File: src/rtl/wdog_pkg.sv
package wdog_pkg;
    localparam int ADDR_W = 12;
    localparam int DATA_W = 32;
    localparam logic [DATA_W-1:0] UNLOCK_KEY = 32'h1ACC_E551;

    typedef enum logic [2:0] {
        SEL_LOAD, SEL_VALUE, SEL_CTRL, SEL_CLR,
        SEL_RIS, SEL_MIS, SEL_LOCK, SEL_NONE
    } reg_sel_e;

    function automatic reg_sel_e decode_addr(logic [ADDR_W-1:0] a);
        case (a)
            12'h000: return SEL_LOAD;
            12'h004: return SEL_VALUE;
            12'h008: return SEL_CTRL;
            12'h00C: return SEL_CLR;
            12'h010: return SEL_RIS;
            12'h014: return SEL_MIS;
            12'hC00: return SEL_LOCK;
            default: return SEL_NONE;
        endcase
    endfunction
endpackage

File: src/rtl/wdog_core.sv
module wdog_core #(
    parameter int CNT_W = 32
) (
    input  logic             clk,
    input  logic             rst_n,
    input  logic             tick_en,
    input  logic             cnt_en,
    input  logic             rst_en,
    input  logic             ld_wr,
    input  logic             clr_wr,
    input  logic [CNT_W-1:0] ld_val,
    input  logic [CNT_W-1:0] reload_val,
    output logic [CNT_W-1:0] count,
    output logic             ris,
    output logic             rst_req
);
    typedef struct packed {
        logic [CNT_W-1:0] cnt;
        logic             ris;
        logic             rst_req;
    } core_t;

    core_t s_d, s_q;
    logic [CNT_W-1:0] step_d;

    always_comb begin
        s_d    = s_q;
        step_d = (s_q.cnt == '0) ? reload_val : s_q.cnt - 1'b1;
        if (ld_wr) begin
            s_d.cnt = ld_val;
        end else if (clr_wr) begin
            s_d.cnt = reload_val;
            s_d.ris = 1'b0;
        end else if (tick_en && cnt_en) begin
            s_d.cnt = step_d;
            if (step_d == '0) begin
                if (s_q.ris && rst_en) s_d.rst_req = 1'b1;
                s_d.ris = 1'b1;
            end
        end
    end

    always_ff @(posedge clk or negedge rst_n) begin
        if (!rst_n) begin
            s_q.cnt     <= '1;
            s_q.ris     <= 1'b0;
            s_q.rst_req <= 1'b0;
        end else begin
            s_q <= s_d;
        end
    end

    assign count   = s_q.cnt;
    assign ris     = s_q.ris;
    assign rst_req = s_q.rst_req;


    hold_when_idle_chk: assert property (@(posedge clk) disable iff (!rst_n)
        (!(tick_en && cnt_en) && !ld_wr && !clr_wr) |=> (count == $past(count)));

    step_down_chk: assert property (@(posedge clk) disable iff (!rst_n)
        (tick_en && cnt_en && !ld_wr && !clr_wr && count != '0) |=> (count == $past(count) - 1'b1));

    expire_flag_chk: assert property (@(posedge clk) disable iff (!rst_n)
        (tick_en && cnt_en && !ld_wr && !clr_wr && count == 1) |=> (ris && count == '0));

    clear_reload_chk: assert property (@(posedge clk) disable iff (!rst_n)
        clr_wr |=> (!ris && count == $past(reload_val)));

    rst_sticky_chk: assert property (@(posedge clk) disable iff (!rst_n)
        rst_req |=> rst_req);

    rst_cause_chk: assert property (@(posedge clk) disable iff (!rst_n)
        $rose(rst_req) |-> ($past(ris) && $past(rst_en)));
endmodule

File: src/rtl/wdog_regfile.sv
module wdog_regfile
    import wdog_pkg::*;
#(
    parameter int CNT_W = 32
) (
    input  logic              clk,
    input  logic              rst_n,
    input  logic              psel,
    input  logic              penable,
    input  logic              pwrite,
    input  logic [ADDR_W-1:0] paddr,
    input  logic [DATA_W-1:0] pwdata,
    input  logic [CNT_W-1:0]  count,
    input  logic              ris,
    output logic [DATA_W-1:0] prdata,
    output logic [CNT_W-1:0]  reload_val,
    output logic [1:0]        ctrl,
    output logic              ld_wr,
    output logic              clr_wr
);
    typedef struct packed {
        logic [CNT_W-1:0] load;
        logic [1:0]       ctrl;
        logic             locked;
    } regs_t;

    regs_t    s_d, s_q;
    reg_sel_e sel;
    logic     wr_acc;

    assign sel    = decode_addr(paddr);
    assign wr_acc = psel && penable && pwrite;
    assign ld_wr  = wr_acc && !s_q.locked && (sel == SEL_LOAD);
    assign clr_wr = wr_acc && !s_q.locked && (sel == SEL_CLR);

    always_comb begin
        s_d = s_q;
        if (ld_wr) s_d.load = pwdata[CNT_W-1:0];
        if (wr_acc && !s_q.locked && sel == SEL_CTRL) s_d.ctrl = pwdata[1:0];
        if (wr_acc && sel == SEL_LOCK) s_d.locked = (pwdata != UNLOCK_KEY);
    end

    always_ff @(posedge clk or negedge rst_n) begin
        if (!rst_n) begin
            s_q.load   <= '1;
            s_q.ctrl   <= '0;
            s_q.locked <= 1'b0;
        end else begin
            s_q <= s_d;
        end
    end

    always_comb begin
        prdata = '0;
        case (sel)
            SEL_LOAD:  prdata = DATA_W'(s_q.load);
            SEL_VALUE: prdata = DATA_W'(count);
            SEL_CTRL:  prdata = DATA_W'(s_q.ctrl);
            SEL_RIS:   prdata = DATA_W'(ris);
            SEL_MIS:   prdata = DATA_W'(ris && s_q.ctrl[0]);
            SEL_LOCK:  prdata = DATA_W'(s_q.locked);
            default:   prdata = '0;
        endcase
    end

    assign reload_val = s_q.load;
    assign ctrl       = s_q.ctrl;


    locked_ctrl_chk: assert property (@(posedge clk) disable iff (!rst_n)
        (s_q.locked && wr_acc && sel == SEL_CTRL) |=> (ctrl == $past(ctrl)));

    locked_load_chk: assert property (@(posedge clk) disable iff (!rst_n)
        (s_q.locked && wr_acc && sel == SEL_LOAD) |=> (reload_val == $past(reload_val)));
endmodule

File: src/rtl/apb_wdog_timer.sv
module apb_wdog_timer
    import wdog_pkg::*;
#(
    parameter int CNT_W = 32
) (
    input  logic              clk,
    input  logic              rst_n,
    input  logic              psel,
    input  logic              penable,
    input  logic              pwrite,
    input  logic [ADDR_W-1:0] paddr,
    input  logic [DATA_W-1:0] pwdata,
    output logic [DATA_W-1:0] prdata,
    output logic              pready,
    output logic              pslverr,
    input  logic              tick_en,
    output logic              irq_o,
    output logic              rst_req_o
);
    logic [CNT_W-1:0] count, reload_val;
    logic [1:0]       ctrl;
    logic             ris, ld_wr, clr_wr;

    wdog_regfile #(.CNT_W(CNT_W)) u_regs (
        .clk(clk), .rst_n(rst_n), .psel(psel), .penable(penable),
        .pwrite(pwrite), .paddr(paddr), .pwdata(pwdata),
        .count(count), .ris(ris), .prdata(prdata),
        .reload_val(reload_val), .ctrl(ctrl), .ld_wr(ld_wr), .clr_wr(clr_wr)
    );

    wdog_core #(.CNT_W(CNT_W)) u_core (
        .clk(clk), .rst_n(rst_n), .tick_en(tick_en),
        .cnt_en(ctrl[0]), .rst_en(ctrl[1]), .ld_wr(ld_wr), .clr_wr(clr_wr),
        .ld_val(pwdata[CNT_W-1:0]), .reload_val(reload_val),
        .count(count), .ris(ris), .rst_req(rst_req_o)
    );

    assign irq_o   = ris && ctrl[0];
    assign pready  = 1'b1;
    assign pslverr = 1'b0;


    irq_needs_enable_chk: assert property (@(posedge clk) disable iff (!rst_n)
        irq_o |-> (ris && ctrl[0]));
endmodule

File: config.mk
export PLATFORM = sky130hd
export DESIGN_NAME = apb_wdog_timer
export DESIGN_NICKNAME = d
export VERILOG_FILES = /design/src/rtl/wdog_pkg.sv /design/src/rtl/wdog_core.sv /design/src/rtl/wdog_regfile.sv /design/src/rtl/apb_wdog_timer.sv
export SDC_FILE = /design/constraint.sdc
export NUM_CORES = 1
export LEC_CHECK = 0
export ABC_AREA = 0
export BUFFER_PORTS_ARGS = -buffer_cell sky130_fd_sc_hd__buf_2
export CAP_MARGIN = 20
export CELL_PAD_IN_SITES_DETAIL_PLACEMENT = 2
export CELL_PAD_IN_SITES_GLOBAL_PLACEMENT = 2
export CORE_ASPECT_RATIO = 2
export CORE_MARGIN = 3
export CORE_UTILIZATION = 34
export CTS_BUF_LIST = sky130_fd_sc_hd__clkbuf_4
export CTS_CLUSTER_DIAMETER = 30
export DETAILED_ROUTE_END_ITERATION = 7
export GPL_TIMING_DRIVEN = 0
export PLACE_DENSITY = 0.84
export SLEW_MARGIN = 20
export SYNTH_ARGS = -nofsm -noshare
export SYNTH_HDL_FRONTEND = slang
export SYNTH_SLANG_ARGS = --single-unit
File: constraint.sdc
create_clock -name clk -period 3.5 [get_ports clk]
set_input_delay 0.35 -clock clk [delete_from_list [all_inputs] [get_ports clk]]
set_output_delay 0.35 -clock clk [all_outputs]
set_load 0.01 [all_outputs]
==> summary.md, run 1 <==
| Metric | Value |
|---|---|
| Status | complete, but fails checks |
| Failing checks | setup timing |
| Vias in the first global route | 6,094 |
| Largest net degree at the start of global routing | 47 |
| I/O Buffers | 83 |
| Hold Worst Slack | a little under 0.07 ns |
| Row Count | 60 |
| Die X | 90.12 µm |
| Post-synth cell types | 61 |
| Layout cell share with drive strength beyond 1 | 31.36% |
| Met2 wire len | 13,300 µm |
| Core area | 13,660 µm² |
| Clk root buf | clkbuf_4 |
| Via count | 5,397 |
| Clock-pin slew on the worst setup and hold paths | 0.15 ns |
| Logic pwr share | around 5.3% |
| Via density per instance | 6.030 |
| Predominant post-synthesis flop cell | dfstp_2 |
| Met3 WL | 901 µm |
| WS Path Type | reg -> reg |
| Final WL | 24,230 µm |
| CTS tree | built |
| Number of synthesized flops with an enable pin | 0 |
| Buffer depth of the longest clock path | 2 |
| Worst Hold Depth | 3 |
| FF-to-FF setup slack | -0.04 ns |
| Setup_tns | -0.03594 ns |
| Initial antenna violation count | 1 |
| Worst reg2reg path endpoint | u_core.rst_req$_DFFE_PN0P_ |
| Final RePlAce weighted congestion | 0.9176 |
| Largest cells by area after synthesis | dfstp_2, nand2_1, nor2_1 |
| Count leader, synth | nand2_1 |
| Yosys reg bits | 69 |
| Count of final setup violators | 1 |
| Register share of total power | 52.1% |
| Crit path DAT | 3.96 ns |
| RSZ-0062 raised after global routing | true |
| Pins Over Slew Limit | 0 |
| Mean Syn Cell Area | approximately 8 µm² |
| Clock Sinks | 69 |
| Overflow after GRT | 0 |
| Pwr dens | between 200 and 300 nW/µm² |
| LEAKAGE | approximately 0.0028 µW |
| Post-synth top area share | approximately a third |
| Startpoint types | flop |
| DIE HEIGHT | 174.2 µm |
| Net Count, Synth | 653 |
| Hold Path Class | in -> reg |
| R2R depth | 9 |
| Power Internal | 1130 µW |
| Post-Route M1 WL | 7953 µm |
| Final nets | 754 |
| Hold Vio Cnt, Final | 0 |
| Clock skew | 0.02841 ns |
| Async S/R FF share, synth | 100.0% |
| Drt wl/cell | roughly 27 µm |
| Leading area contributor after synthesis | dfstp_2 |
| Io pins | 86 |
| Sw frac | 26.64% |
| Slew margin rel. | 32.78% |
| Fillers | ~1,600 |
| Tmin final | 3.536 ns |
| Slack of the critical path | -0.03594 ns |
| Htree depth | 3 |
| Fmax | 282.8 MHz |
| Tcrit/Tclk final | 101.0% |
| First-pass GRT wire length | around 37,000 µm |
| DR DRC count | 0 |
| CP Capture Type | flop |
| Clk_lat worst skew | ~0.49 ns |
| Mapped Area | 4812 µm² |
| Yosys warning total | 0 |
| Worst setup path end | u_core.rst_req$_DFFE_PN0P_ |
| R2r startpoint | u_core.count[17]$_DFFE_PN1P_ |
| Sequential area share after synthesis | 37.55% |
| Routed Antenna Nets | 0 |
| Placed Cells | between 800 and 900 |
| Starting Density | a little over a third |
| Drt initial violations | 248 |
| Maximum vdd drop | approximately 0.00014 V |
| FF/Latch Area | approximately 1800 µm² |
| Die area | around 16,000 µm² |
| Max Cap Viol | 0 |
| Layout Cells excl Fill | ~900 |
| Multi-input gate area | 2960 µm² |
| Top post-synthesis cells by count | nand2_1, nor2_1, dfstp_2 |
| Final Cell Area | 5897 µm² |
| 1st-pass router iterations | 5 |
| Worst slew pin tran | 0.9947 ns |
| Worst-path maximum fanout | 7 |
| Top sig layer | met4 |
| CTS Buf Count | 9 |
| Placed Area | 5504 µm² |
| Worst Setup SP | u_core.count[17]$_DFFE_PN1P_ |
| Area Growth Syn to Fin | 22.54% |
| GRT Total Usage | between 30% and 40% |
| Synth Instances | 602 |
| CP required | 3.93 ns |
| Clock power share | 42.6% |
| Net switching power | ~410 µW |
| DP HPWL | 18,180 µm |
[sequential cells by signal, indices dropped and copies added, names as in the netlist]
name / cells
u_core.rst_req: 1
u_regs.s_q: 1
u_regs.reload_val: 32
u_regs.ctrl: 2
u_core.count: 32
u_core.ris: 1
[power groups by stage]
stage	Clock (µW)	Sequential, µW	Combinational (µW)
floorplan	0	814	13.4
global placement	0	814	71.3
detailed placement	0	814	79.2
CTS	656	802	80.8
global route	692	803	88.7
finish	657	803	81.2
[cells in the final DEF (no fill, tap or decap), types with 4 or more instances in the layout]
cell type,n
nor4_4,4
nand2_1,120
dfstp_2,64
o221ai_1,16
a21oi_1,39
a22oi_1,5
or4_1,7
nand3_1,19
xor2_1,13
o21ai_0,22
buf_2,83
clkbuf_2,8
xnor2_1,10
o211ai_1,10
nor2_1,82
nor4_1,6
nor3_1,12
dfrtp_1,5
nor4bb_1,5
buf_4,11
clkbuf_1,22
nand4_1,11
mux2i_1,29
o31ai_1,4
inv_1,9
clkbuf_4,10
[critical path, stage by stage (launching register included)]
cell and delay [ns]:
dfstp_2 0.42, or4_4 0.56, or4_1 0.54, buf_2 0.18, or3_4 0.38, o21bai_4 0.18
o2111ai_4 0.16, a2111o_1 0.51, nor4_4 0.35, a31o_1 0.19
[cells by family (layout without fill, tap and decap cells)]
family | count (synthesis) | count (layout) | synth area share [%]
buffers and inverters | 49 | 155 | 4.706
XOR/XNOR | 23 | 23 | 4.186
multiplexers | 31 | 31 | 6.500
other | 2 | 3 | 0.1561
AO/OA/AOI/OAI | 118 | 118 | 15.99
adder cells (fa/ha/maj) | 1 | 1 | 0.2600
AND/OR/NAND/NOR | 309 | 309 | 30.66
flip-flops | 69 | 69 | 37.55
[stage by stage]
stage          util, %  total power (µW)  worst slack (ns)
2_1_floorplan        -             827.3            0.4119
3_3_place_gp     39.96             885.1           -0.4942
3_5_place_dp     40.28             893.2           -0.5820
4_1_cts          42.49              1540          0.007542
5_1_grt          43.16              1584          -0.07002
6_report         43.16              1541          -0.03594
[timing repair]
action                                  4_1_cts  5_1_grt
hold endpoints to repair                      5        0
pin swaps                                     8        5
hold buffers                                  1        0
resized for setup                            20       22
endpoints found under the setup margin       28       42
setup buffers                                 2        3
[layout make-up]
cell class	instances	area share (%)
Clock buffer	10	1.273
Multi-Input combinational cell	484	50.20
Buffer	39	3.352
Clock inverter	6	1.485
Inverter	9	0.5729
Tap cell	186	3.947
Timing Repair Buffer	91	8.487
Sequential cell	69	30.64
Antenna cell	1	0.04244
[metal layers]
layer / vias up / global-route usage [%]
met5: - / 0
met2: 204 / 59.07
met4: 0 / 24.36
li1: 2349 / -
met1: 2739 / 29.60
met3: 105 / 3.984
[how the worst min path moves through the flow]
stage | startpoint | slack [ns] | endpoint
global placement | u_regs.reload_val[21]$_DFFE_PN1P_ | 0.46 | u_regs.reload_val[21]$_DFFE_PN1P_
CTS | pwdata[29] | 0.07 | u_regs.reload_val[29]$_DFFE_PN1P_
detailed placement | rst_n | 0.29 | u_regs.s_q[0]$_DFFE_PN0P_
global route | pwdata[2] | 0.08 | u_regs.reload_val[2]$_DFFE_PN1P_
floorplan | rst_n | 0.05 | u_core.ris$_DFFE_PN0P_
finish | pwdata[29] | 0.07 | u_regs.reload_val[29]$_DFFE_PN1P_
(Power assumes the default switching activity.)
==> inputs of run 2 (changes only) <==
--- a/config.mk
+++ b/config.mk
@@ -17,7 +17,7 @@
 export CTS_CLUSTER_DIAMETER = 30
 export DETAILED_ROUTE_END_ITERATION = 7
 export GPL_TIMING_DRIVEN = 0
-export PLACE_DENSITY = 0.84
+export PLACE_DENSITY_LB_ADDON = 0.3
 export SLEW_MARGIN = 20
 export SYNTH_ARGS = -nofsm -noshare
 export SYNTH_HDL_FRONTEND = slang
==> summary.md, run 2 (synthesis gave the netlist of run 1 again) <==
| Metric | Value |
|---|---|
| Status | complete, no violations |
| Clock Sinks | 69 |
| Maximum vdd drop | 0.0001579 V |
| CTS Buf Count | 9 |
| Row Count | 60 |
| Initial antenna violation count | 1 |
| Core area | 13,660 µm² |
| Layout cell share with drive strength beyond 1 | a little under a third |
| Die X | ~90 µm |
| Drt initial violations | 227 |
| Hold Worst Slack | 0.08775 ns |
| RSZ-0062 raised after global routing | true |
| GRT Total Usage | 29.89% |
| Most common cell after layout, fill and taps aside | nand2_1 |
| Via count | 5,185 |
| WP buf/inv | 1 |
| DIE HEIGHT | 174.2 µm |
| Worst-path maximum fanout | 9 |
| Tcrit/Tclk final | 99.30% |
| WS Path Type | reg -> reg |
| Hold Vio Cnt, Final | 0 |
| Crit path DAT | 3.90 ns |
| Largest net degree at the start of global routing | between 40 and 50 |
| DR DRC count | 0 |
| Die area | 15,700 µm² |
| Io pins | 86 |
| Clock skew | 0.02494 ns |
| Clock-pin slew on the worst setup and hold paths | about 0.14 ns |
| Starting Density | 35.22% |
| Pins Over Slew Limit | 0 |
| Pwr Total | 1445 µW |
| Final RePlAce weighted congestion | 0.9373 |
| LEAKAGE | 0.002710 µW |
| CP cell instances | clkbuf_1 > or4b_2 > o41a_1 > o21ai_1 > and4_2 > o2111ai_2 > a2111o_1 > nor4_4 > a31o_1 |
| Routed Antenna Nets | 0 |
| Slew margin rel. | a little over two fifths |
| Count of final setup violators | 0 |
| Hold Path Class | in -> reg |
| 1st-pass router iterations | 4 |
| Drt wl/cell | 26.02 µm |
| Pwr dens | 248.7 nW/µm² |
| Largest stage delay on the critical path | 0.79 ns |
| Fmax | 287.7 MHz |
| Tmin final | 3.476 ns |
| Htree depth | 3 |
| Max Cap Viol | 0 |
| Final WL | between 20,000 and 25,000 µm |
| DP HPWL | 18,040 µm |
| Vias in the first global route | 5,887 |
| Area Growth Syn to Fin | 20.70% |
| Final Cell Area | ~5800 µm² |
| CP Capture Type | flop |
| CP required | between 3 and 4 ns |
| Startpoint types | flop |
| CTS tree | built |
| Final nets | 750 |
| Buffer depth of the longest clock path | 2 |
| Overflow after GRT | 0 |
| Clk_lat worst skew | approximately 0.47 ns |
| Placed Area | 5504 µm² |
| Worst slew pin tran | 0.8586 ns |
| I/O Buffers | 83 |
| First-pass GRT wire length | 35,200 µm |
| Commonest cells after routing, fill and taps aside | nand2_1, buf_2, nor2_1 |
| Via density per instance | 5.813 |
| Clk root buf | clkbuf_4 |
| Slowest-stage cell, CP | or4b_2 |
| CP delay by family, top | simple AND/OR/NAND/NOR gates |
run 2: worst reg2reg max path, stage by stage, from the launching register on:
cell and delay, ns:
dfstp_2 0.38, clkbuf_1 0.25, or4b_2 0.79, o41a_1 0.39
o21ai_1 0.15, and4_2 0.28, o2111ai_2 0.18, a2111o_1 0.48
nor4_4 0.36, a31o_1 0.20
run 2: worst paths after layout:
kind | startpoint | to | slack, ns | cells after the start
worst max-delay path | u_core.count[3]$_DFFE_PN1P_ | u_core.rst_req$_DFFE_PN0P_ | 0.02 | 9
worst min-delay path | pwdata[27] | u_regs.reload_val[27]$_DFFE_PN1P_ | 0.09 | 3
worst max register to register | u_core.count[3]$_DFFE_PN1P_ | u_core.rst_req$_DFFE_PN0P_ | 0.02 | 9
worst min register to register | u_regs.reload_val[30]$_DFFE_PN1P_ | u_regs.reload_val[30]$_DFFE_PN1P_ | 0.49 | 2
max in group asynchronous | rst_n | u_core.count[20]$_DFFE_PN1P_ | 2.53 | 3
min in group asynchronous | rst_n | u_regs.s_q[0]$_DFFE_PN0P_ | 0.31 | 2
run 2: per-stage QoR:
step            TNS, ns  worst slack, ns  util, %  cells
4_1_cts        -0.05629         -0.05629    41.90    890
3_5_place_dp     -9.369          -0.4880    40.28    873
6_report              0          0.02440    42.51    892
5_1_grt         -0.1499          -0.1112    42.49    891
2_1_floorplan         0           0.4119        -    602
3_3_place_gp     -6.636          -0.4542    39.96    871
run 2: layout make-up:
| type | count | area (µm²) |
|---|---|---|
| fillers | 1635 | 7855 |
| multi-input cells | 484 | 2923 |
| flip-flops and latches | 69 | 1807 |
| repair buffers | 87 | 470.5 |
| well taps | 186 | 232.7 |
| plain buffers | 39 | 197.7 |
| clock buffers | 10 | 75.07 |
| clock inverters | 6 | 63.81 |
| inverters | 9 | 33.78 |
| diodes | 2 | 5.005 |
run 2: timing repair:
item	in CTS	in global routing
buffers inserted	0	1
resized for setup	13	21
setup endpoints to repair	40	32
hold endpoints to repair	1	0
pin swaps	1	5
hold buffers	1	0
run 2: power breakdown:
group	switching [µW]	internal (µW)
combinational	48.0	32.3
sequential	0.403	802
clock	338	224
run 2: metal layers:
layer,part of all wire [%],vias to the layer above,GRT usage (%)
li1,-,2352,-
met1,34,2645,29.33
met2,57,130,57.98
met3,2.8,58,4.158
met4,6.0,0,17.65
met5,0,-,0
==> inputs of run 3 (changes only) <==
--- a/config.mk
+++ b/config.mk
@@ -18,6 +18,7 @@
 export DETAILED_ROUTE_END_ITERATION = 7
 export GPL_TIMING_DRIVEN = 0
 export PLACE_DENSITY_LB_ADDON = 0.3
+export SETUP_SLACK_MARGIN = 0.2
 export SLEW_MARGIN = 20
 export SYNTH_ARGS = -nofsm -noshare
 export SYNTH_HDL_FRONTEND = slang
==> summary.md, run 3 (synthesis gave the netlist of run 1 again) <==
| Metric | Value |
|---|---|
| Core area | about 14,000 µm² |
| CP Capture Type | flop |
| Status | complete, no violations |
| DIE HEIGHT | 174.2 µm |
| Hold Worst Slack | 0.1010 ns |
| WS Path Type | reg -> reg |
| I/O Buffers | 83 |
| Slew margin rel. | between 40% and 50% |
| Maximum vdd drop | around 0.00016 V |
| Layout Cells excl Fill | between 900 and 1,000 |
| CTS Buf Count | 9 |
| Fmax | 297.1 MHz |
| CP required | 3.92 ns |
| Row Count | 60 |
| Final WL | 23,720 µm |
| Count of final setup violators | 0 |
| LEAKAGE | 0.002805 µW |
| Via density per instance | 5.823 |
| Die area | ~16,000 µm² |
| Buffer depth of the longest clock path | 2 |
| First-pass GRT wire length | 36,030 µm |
| Final RePlAce weighted congestion | 0.9373 |
| DP HPWL | 18,040 µm |
| Clock Sinks | 69 |
| Startpoint types | flop |
| Top sig layer | met4 |
| Hold Path Class | in -> reg |
| Pwr dens | between 200 and 250 nW/µm² |
| Hold Vio Cnt, Final | 0 |
| Io pins | between 80 and 90 |
| Routed Antenna Nets | 0 |
| Crit path DAT | ~3.8 ns |
| Post-Route M1 WL | 8107 µm |
| Largest net degree at the start of global routing | 48 |
| Via count | about 5,300 |
| Clock skew | roughly 0.027 ns |
| Initial antenna violation count | 1 |
| Max Cap Viol | 0 |
| Tcrit/Tclk final | 96.17% |
| Area Growth Syn to Fin | 24.15% |
| RSZ-0062 raised after global routing | true |
| Vias in the first global route | 5,981 |
| GRT Total Usage | 30.44% |
| Clock-pin slew on the worst setup and hold paths | 0.14 ns |
| Drt initial violations | 210 |
| Clk root buf | clkbuf_4 |
| Drt wl/cell | 26.24 µm |
| Placed Cells | 873 |
| Starting Density | 35.22% |
| Clk_lat worst skew | 0.46 ns |
| 1st-pass router iterations | 4 |
| Pins Over Slew Limit | 0 |
| Met3 WL | 739 µm |
| Htree depth | 3 |
| CTS tree | built |
| Util after Layout | a little over two fifths |
| Worst-path maximum fanout | 7 |
| Tmin final | roughly 3.4 ns |
| Commonest cells after routing, fill and taps aside | nand2_1, buf_2, nor2_1 |
| DR DRC count | 0 |
| Die X | 90.12 µm |
| Layout cell share with drive strength beyond 1 | between 30% and 40% |
| Most common cell after layout, fill and taps aside | nand2_1 |
| Final nets | between 700 and 800 |
| Overflow after GRT | 0 |
| Worst slew pin tran | 0.8438 ns |
| Met2 wire len | 13,420 µm |
[run 3: changes by cell type in the layout (fill, tap and decap cells not counted), sizes merged]
cell / change
buf: +19
clkbuf: -6
diode: -1
[run 3: report_power, final]
part	internal [µW]	leakage, µW	total, µW	switching, µW
logic	32.9	0.00201	81.0	48.1
clock network	224	0.0000740	564	339
registers	802	0.000725	802	0.437
[run 3: through the flow]
step | area (µm²) | setup TNS, ns | total power, µW | setup slack [ns]
final | 5974 | 0 | 1447 | 0.1340
after global routing | 5974 | 0 | 1495 | 0.06499
after CTS | 5872 | 0 | 1457 | 0.1008
after detailed placement | 5504 | -9.369 | 892.5 | -0.4880
after global placement | 5460 | -6.636 | 884.8 | -0.4542
after floorplan | 4812 | 0 | 827.3 | 0.4119
[run 3: repair_timing]
item                       4_1_cts  5_1_grt
gates resized for setup         33       17
setup endpoints to repair       60       59
hold buffers                     1        0
setup buffers                   10        6
hold endpoints to repair         1        0
pin swaps                       11        8
gates cloned                     0        0
[run 3: worst paths after layout]
path | start | endpoint | slack [ns] | cells after the start
max in group asynchronous | rst_n | u_core.count[20]$_DFFE_PN1P_ | 2.53 | 3
min in group asynchronous | rst_n | u_regs.s_q[0]$_DFFE_PN0P_ | 0.32 | 2
max | u_core.count[23]$_DFFE_PN1P_ | u_core.rst_req$_DFFE_PN0P_ | 0.13 | 9
min | pwdata[27] | u_regs.reload_val[27]$_DFFE_PN1P_ | 0.10 | 3
min reg2reg | u_regs.reload_val[23]$_DFFE_PN1P_ | u_regs.reload_val[23]$_DFFE_PN1P_ | 0.49 | 2
max reg2reg | u_core.count[23]$_DFFE_PN1P_ | u_core.rst_req$_DFFE_PN0P_ | 0.13 | 9
[run 3: final cells by class]
| class | count | area (µm²) |
|---|---|---|
| inverter | 9 | 33.78 |
| clock inverter | 6 | 63.81 |
| fill | 1624 | 7689 |
| multi-input combinational | 484 | 2979 |
| tap | 186 | 232.7 |
| antenna | 1 | 2.502 |
| buffer | 37 | 197.7 |
| sequential | 69 | 1807 |
| timing repair buffer | 102 | 583.1 |
| clock buffer | 10 | 75.07 |
[run 3: per-layer routing]
metal | track usage (%) | up-vias
li1 | - | 2374
met2 | 59.07 | 141
met1 | 30.34 | 2683
met3 | 3.854 | 66
met4 | 17.33 | 0
met5 | 0 | -
[run 3: worst max-delay path, stage by stage, from the launching register on]
cell	delay [ns]
dfstp_2	0.39
or4_4	0.52
or4_4	0.54
buf_6	0.15
nor4_2	0.36
xnor2_1	0.22
nor4b_2	0.34
o2111ai_1	0.20
nor4_4	0.42
a31o_1	0.20
